--- src/rtl/bcdq_pkg.sv ---
package bcdq_pkg;

  typedef enum logic [1:0] {
    ST_IDLE,
    ST_SETUP,
    ST_SHIFT
  } conv_state_t;

  localparam logic [3:0] SIGN_NEG     = 4'hD;
  localparam logic [3:0] SIGN_POS_STD = 4'hC;
  localparam logic [3:0] SIGN_POS_ALT = 4'hF;

  // Largest magnitude representable with n decimal digits, 256-bit wide.
  function automatic logic [255:0] dec_max(input int n);
    logic [255:0] v;
    v = 256'd1;
    for (int i = 0; i < n; i++) v = v * 256'd10;
    return v - 256'd1;
  endfunction

  // Condition code {LT, GT, EQ, SO}.
  function automatic logic [3:0] make_cond(input logic neg, input logic ovf,
                                           input logic zero);
    if (ovf)       return 4'b0001;
    else if (zero) return 4'b0010;
    else if (neg)  return 4'b1000;
    else           return 4'b0100;
  endfunction

  // True when digit nibbles 1..n of a packed word are all valid decimal.
  function automatic logic digits_ok(input logic [255:0] w, input int n);
    logic ok;
    ok = 1'b1;
    for (int i = 1; i <= n; i++) begin
      if (w[4*i +: 4] > 4'd9) ok = 1'b0;
    end
    return ok;
  endfunction

endpackage

--- src/rtl/bcdq_prep.sv ---
module bcdq_prep #(
  parameter int OP_W = 128,
  parameter logic [OP_W-1:0] LIMIT = '1
) (
  input  logic [OP_W-1:0] op,
  input  logic            psel,
  output logic [OP_W-1:0] mag,
  output logic            neg,
  output logic            ovf,
  output logic [3:0]      sign_nib
);
  import bcdq_pkg::*;

  always_comb begin
    neg      = op[OP_W-1];
    mag      = neg ? (~op + {{(OP_W-1){1'b0}}, 1'b1}) : op;
    ovf      = (mag > LIMIT);
    sign_nib = neg ? SIGN_NEG : (psel ? SIGN_POS_ALT : SIGN_POS_STD);
  end

endmodule

--- src/rtl/bcdq_dabble.sv ---
module bcdq_dabble #(
  parameter int OP_W   = 128,
  parameter int DIGITS = 31
) (
  input  logic                  clk,
  input  logic                  rst_n,
  input  logic                  load,
  input  logic                  step,
  input  logic [OP_W-1:0]       mag_in,
  output logic [4*DIGITS-1:0]   bcd_next,
  output logic                  spill
);
  localparam int BCD_W = 4 * DIGITS;

  logic [OP_W-1:0]  sh_q;
  logic [BCD_W-1:0] bcd_q;
  logic [BCD_W-1:0] adj;

  for (genvar g = 0; g < DIGITS; g++) begin : g_digit
    logic [3:0] d;
    assign d = bcd_q[4*g +: 4];
    assign adj[4*g +: 4] = (d >= 4'd5) ? (d + 4'd3) : d;
  end

  assign bcd_next = {adj[BCD_W-2:0], sh_q[OP_W-1]};
  assign spill    = adj[BCD_W-1];

  always_ff @(posedge clk or negedge rst_n) begin
    if (!rst_n) begin
      sh_q  <= '0;
      bcd_q <= '0;
    end else if (load) begin
      sh_q  <= mag_in;
      bcd_q <= '0;
    end else if (step) begin
      sh_q  <= {sh_q[OP_W-2:0], 1'b0};
      bcd_q <= bcd_next;
    end
  end

  // digits of the running value stay decimal while no digit spills out
  p_digit_range_r1: assert property (@(posedge clk) disable iff (!rst_n)
    step && !spill |=> bcdq_pkg::digits_ok({128'b0, bcd_q, 4'b0}, DIGITS));

endmodule

--- src/rtl/bcd_from_sq.sv ---
module bcd_from_sq #(
  parameter int OP_W   = 128,
  parameter int DIGITS = 31
) (
  input  logic                      clk,
  input  logic                      rst_n,
  input  logic                      start,
  input  logic [OP_W-1:0]           op_in,
  input  logic                      pos_sign_sel,
  output logic [4*(DIGITS+1)-1:0]   result,
  output logic [3:0]                cond,
  output logic                      done
);
  import bcdq_pkg::*;

  localparam int RES_W = 4 * (DIGITS + 1);
  localparam int BCD_W = 4 * DIGITS;
  localparam int CNT_W = $clog2(OP_W);
  localparam logic [255:0]    LIM_WIDE = dec_max(DIGITS);
  localparam logic [OP_W-1:0] LIMIT    = LIM_WIDE[OP_W-1:0];
  localparam logic [CNT_W-1:0] LAST    = CNT_W'(OP_W - 1);

  conv_state_t      state;
  logic [OP_W-1:0]  op_q;
  logic             ps_q;
  logic             neg_q, ovf_q;
  logic [3:0]       sign_q;
  logic [CNT_W-1:0] cnt;

  logic [OP_W-1:0]  mag;
  logic             neg, ovf;
  logic [3:0]       sign_nib;
  logic [BCD_W-1:0] bcd_next;
  logic             spill;
  logic             ovf_all;

  bcdq_prep #(.OP_W(OP_W), .LIMIT(LIMIT)) u_prep (
    .op       (op_q),
    .psel     (ps_q),
    .mag      (mag),
    .neg      (neg),
    .ovf      (ovf),
    .sign_nib (sign_nib)
  );

  bcdq_dabble #(.OP_W(OP_W), .DIGITS(DIGITS)) u_dabble (
    .clk      (clk),
    .rst_n    (rst_n),
    .load     (state == ST_SETUP),
    .step     (state == ST_SHIFT),
    .mag_in   (mag),
    .bcd_next (bcd_next),
    .spill    (spill)
  );

  assign ovf_all = ovf_q | spill;

  always_ff @(posedge clk or negedge rst_n) begin
    if (!rst_n) begin
      state  <= ST_IDLE;
      op_q   <= '0;
      ps_q   <= 1'b0;
      neg_q  <= 1'b0;
      ovf_q  <= 1'b0;
      sign_q <= 4'h0;
      cnt    <= '0;
      result <= '0;
      cond   <= 4'h0;
      done   <= 1'b0;
    end else begin
      done <= 1'b0;
      case (state)
        ST_IDLE: begin
          if (start) begin
            op_q  <= op_in;
            ps_q  <= pos_sign_sel;
            state <= ST_SETUP;
          end
        end
        ST_SETUP: begin
          neg_q  <= neg;
          ovf_q  <= ovf;
          sign_q <= sign_nib;
          cnt    <= '0;
          state  <= ST_SHIFT;
        end
        ST_SHIFT: begin
          cnt <= cnt + 1'b1;
          if (cnt == LAST) begin
            state  <= ST_IDLE;
            done   <= 1'b1;
            result <= ovf_all ? {{BCD_W{1'b0}}, sign_q} : {bcd_next, sign_q};
            cond   <= make_cond(neg_q, ovf_all, bcd_next == '0);
          end
        end
        default: state <= ST_IDLE;
      endcase
    end
  end

  // completion is a single-cycle pulse
  p_done_pulse_r7: assert property (@(posedge clk) disable iff (!rst_n)
    done |=> !done);

  // once shifting, the engine runs to its last step regardless of start
  p_busy_runs_r8: assert property (@(posedge clk) disable iff (!rst_n)
    (state == ST_SHIFT) && (cnt != LAST) |=> (state == ST_SHIFT));

  // outputs move only together with done
  p_hold_r9: assert property (@(posedge clk) disable iff (!rst_n)
    !done |-> $stable(result) && $stable(cond));

  // a less-than result carries the negative sign code
  p_neg_sign_r2: assert property (@(posedge clk) disable iff (!rst_n)
    done && cond[3] |-> result[3:0] == SIGN_NEG);

  // an in-range result sets exactly one comparison flag
  p_cc_single_r6: assert property (@(posedge clk) disable iff (!rst_n)
    done && !cond[0] |-> $countones(cond[3:1]) == 1);

  // overflow clears the digits and the comparison flags
  p_no_overflow_digits_r5: assert property (@(posedge clk) disable iff (!rst_n)
    done && cond[0] |-> (result[RES_W-1:4] == '0) && (cond[3:1] == 3'b000));

  // an in-range result holds only decimal digits
  p_digits_r1: assert property (@(posedge clk) disable iff (!rst_n)
    done && !cond[0] |-> digits_ok(256'(result), DIGITS));

endmodule

--- config.mk ---
export PLATFORM = sky130hd
export DESIGN_NAME = bcd_from_sq
export DESIGN_NICKNAME = d
export VERILOG_FILES = /design/src/rtl/bcdq_pkg.sv /design/src/rtl/bcdq_prep.sv /design/src/rtl/bcdq_dabble.sv /design/src/rtl/bcd_from_sq.sv
export SDC_FILE = /design/constraint.sdc
export NUM_CORES = 1
export LEC_CHECK = 0
export ABC_CLOCK_PERIOD_IN_PS = 14700
export BUFFER_PORTS_ARGS = -buffer_cell sky130_fd_sc_hd__buf_2
export CORE_MARGIN = 1
export CORE_UTILIZATION = 45
export CTS_CLUSTER_DIAMETER = 80
export DETAILED_ROUTE_END_ITERATION = 7
export GPL_ROUTABILITY_DRIVEN = 1
export GPL_TIMING_DRIVEN = 0
export SLEW_MARGIN = 20
export SYNTH_ARGS = -nofsm -noshare
export SYNTH_HDL_FRONTEND = slang
export SYNTH_SLANG_ARGS = --single-unit
--- constraint.sdc ---
create_clock -name clk -period 14.7 [get_ports clk]
set_input_delay 0.735 -clock clk [delete_from_list [all_inputs] [get_ports clk]]
set_output_delay 0.735 -clock clk [all_outputs]
set_load 0.05 [all_outputs]
==> impl_metrics.py <==
metrics = {
    "routing": {
        "drtAntennaViolNets": 0,
        "vias": 24270,
        "drtIter0Drc": 2065,
        "drc": 0,
        "first_pass_iters": 6,
        "avgViaCountPerCell": 5.95,
        "wl_per_cell_um": 22.6,
        "wirelength_um": 92100,
    },
    "pwr": {
        "power_density_nw_per_um2": 213,
        "vdd_ir_drop_max_uv": 121,
        "p_leak_nw": 14.3,
        "p_total_mw": 6.97,
    },
    "timing": {
        "final.period_utilization": 0.393,
        "maxSlewViolCount": 0,
        "setup_viol": 0,
        "max_slew_margin": 0.268,
        "setup_tns_ps": 0,
        "rsz0062_at_grt": "no",
        "worst_slew_pin_slew_ps": 1090,
        "fmax_ghz": 0.173,
        "fin_skew_ps": 12.3,
        "min_period_ps": 5780,
        "hold_viol": 0,
    },
    "clocking": {
        "cts_resized": 0,
        "cts_sinks": 527,
        "h-tree-depth": 2,
        "root_buffer": "clkbuf_16",
        "clock_path_buffers": 3,
        "cts_made_buffers": 58,
        "post-cts-setup-buffers": 0,
        "cts_tree": "done",
        "worstSkewPairLatency_ps": 620,
        "clk_pin_slew_ps": 60,
        "hold_buffers": 0,
    },
    "finish": {
        "final_common_cell": "dfrtp_1",
        "drive_gt1_frac": 0.189,
        "area_growth_pct": 15.9,
        "final_util": 0.530,
        "fin_nets": 3403,
        "diodes": 0,
        "final_cell_mix": "dfrtp_1, buf_2, nand2_1, nor2_1, o21ai_0",
    },
    "yosys": {
        "synth_flop_cell": "dfrtp_1",
        "yosysSeqAreaShare": 0.467,
        "synth_top_cell_by_area": "dfrtp_1",
        "synth_top_area_frac": 0.467,
        "syn_nets": 3071,
        "yosys.cell_types.count": 75,
        "synth_seq_cells": 527,
        "ys_warn_count": 0,
        "syn_avg_cell_area_um2": 9.84,
        "synth_edf_count": 0,
        "synth_area_um2": 28200,
        "ys_async_sr_fraction": 1.00,
        "synth_area_leaders": "dfrtp_1, mux2_2, o21ai_0, xor2_1, nand2_1",
        "synthCells": 2871,
    },
    "floorplanning": {
        "io_pins": 265,
        "die_w_um": 253,
        "start_util": 0.457,
        "rows": 91,
        "core_area_um2": 61800,
        "die_area_um2": 63800,
        "die_h_um": 253,
    },
    "setup_path": {
        "worstSetupPathType": "reg2reg",
        "cp.arrival_ps": 6250,
        "cp.required_ps": 15170,
        "crit_path_max_fanout": 10,
        "cp-start-kind": "register",
        "cp-end-kind": "register",
    },
    "global_route": {
        "grt_remaining_overflow": 0,
        "grt_pass1_wl_um": 142000,
        "grt_max_degree": 98,
        "grt.total_usage": 0.288,
        "antenna_found_initial": 0,
        "grt_pass1_vias": 23989,
    },
    "worst_hold_path": {
        "hp-class": "in2async",
    },
    "placed_design": {
        "hpwlAfterDp_um": 70000,
        "gp_congestion": 0.923,
        "io_buffers": 264,
    },
    "flow_run": {
        "drv_cap": 0,
    },
    "outcome": {
        "status": "finished clean",
    },
}
[final cells by class]
cell class	count	area (µm²)
Buffer	175	687
Clock buffer	75	1610
Clock inverter	27	325
Fill cell	5665	29100
Inverter	96	360
Multi-Input combinational cell	2073	14000
Sequential cell	527	13200
Tap cell	837	1050
Timing Repair Buffer	272	1510
[report_power, final]
group          internal (mW)  total, mW  switching, mW
combinational           1.18       3.20           2.02
sequential              1.86       2.27          0.411
clock                  0.889       1.50          0.611
[cell families (layout without fill, tap and decap cells)]
group / count (synthesis) / after routing / synth area share
AND/OR/NAND/NOR: 892 / 892 / 0.158
AO/OA/AOI/OAI: 728 / 728 / 0.169
flip-flops: 527 / 527 / 0.467
buffers and inverters: 271 / 645 / 0.0371
multiplexers: 231 / 231 / 0.0908
XOR/XNOR: 154 / 154 / 0.0477
adder cells (fa/ha/maj): 68 / 68 / 0.0301
[metal layers]
layer / routed length (µm) / share of wire / global-route usage / vias up
met5: 0 / 0 / 0 / -
met4: 3290 / 0.036 / 0.102 / 0
met3: 5610 / 0.061 / 0.0440 / 164
met2: 43200 / 0.47 / 0.467 / 927
met1: 40000 / 0.43 / 0.390 / 12050
li1: - / - / - / 11129
[cells in the mapped netlist, types with 7 or more instances]
library cell  number
a211oi_1          60
a21o_1            59
a21oi_1          117
a22o_1            77
a31oi_1            9
a32o_1            14
and3_1             7
buf_1             13
clkbuf_1         155
dfrtp_1          527
ha_1              68
inv_1             94
mux2_2           201
mux2i_1           30
nand2_1          235
nand2b_1          18
nand3_1           34
nand4_1           41
nor2_1           222
nor2b_1           35
nor3_1            79
nor3b_1           23
nor4_1            52
nor4b_1            7
o21ai_0          220
o22ai_1           52
o31ai_1           49
o41ai_1           31
or2_2             22
or3_1             43
or4_1             45
xnor2_1           51
xor2_1           103
[registers in the layout, indices dropped and copies added, names as in the netlist]
name            flops
op_q              128
u_dabble.sh_q     128
result            127
u_dabble.bcd_q    124
cnt                 7
cond                4
sign_q              3
state               2
done                1
neg_q               1
ovf_q               1
ps_q                1
[final timing paths]
kind | startpoint | end | slack [ps] | depth (start not counted)
max | op_q[1] | ovf_q | 8920 | 16
min | rst_n | result[88] | 30 | 1
max reg2reg | op_q[1] | ovf_q | 8920 | 16
min reg2reg | result[44] | result[44] | 470 | 2
max in group asynchronous | rst_n | op_q[19] | 13060 | 4
min in group clk | op_in[16] | op_q[16] | 340 | 2
[worst max-delay path, stage by stage (launching register included)]
cell and delay [ps]:
dfrtp_1 460, inv_1 120, ha_1 200, or3b_2 440
buf_2 200, or4_4 580, or4_1 670, buf_2 260
clkbuf_1 300, o41ai_1 480, xor2_1 200, nor3_1 150
nor4bb_1 440, nand4_1 300, or3_1 420, o22ai_1 270
a31oi_1 130
[metrics by stage]
stage / setup WS (ps) / hold WS (ps) / std cells / area [µm²]
global route: 8740 / 43.4 / 4082 / 32800
floorplan: 10020 / 430 / 2871 / 28200
global placement: 2080 / 455 / 3972 / 30600
detailed placement: 9030 / 465 / 3980 / 30800
finish: 8920 / 32.4 / 4082 / 32800
CTS: 9010 / 27.2 / 4082 / 32700
Power figures use the tool's default switching activity.
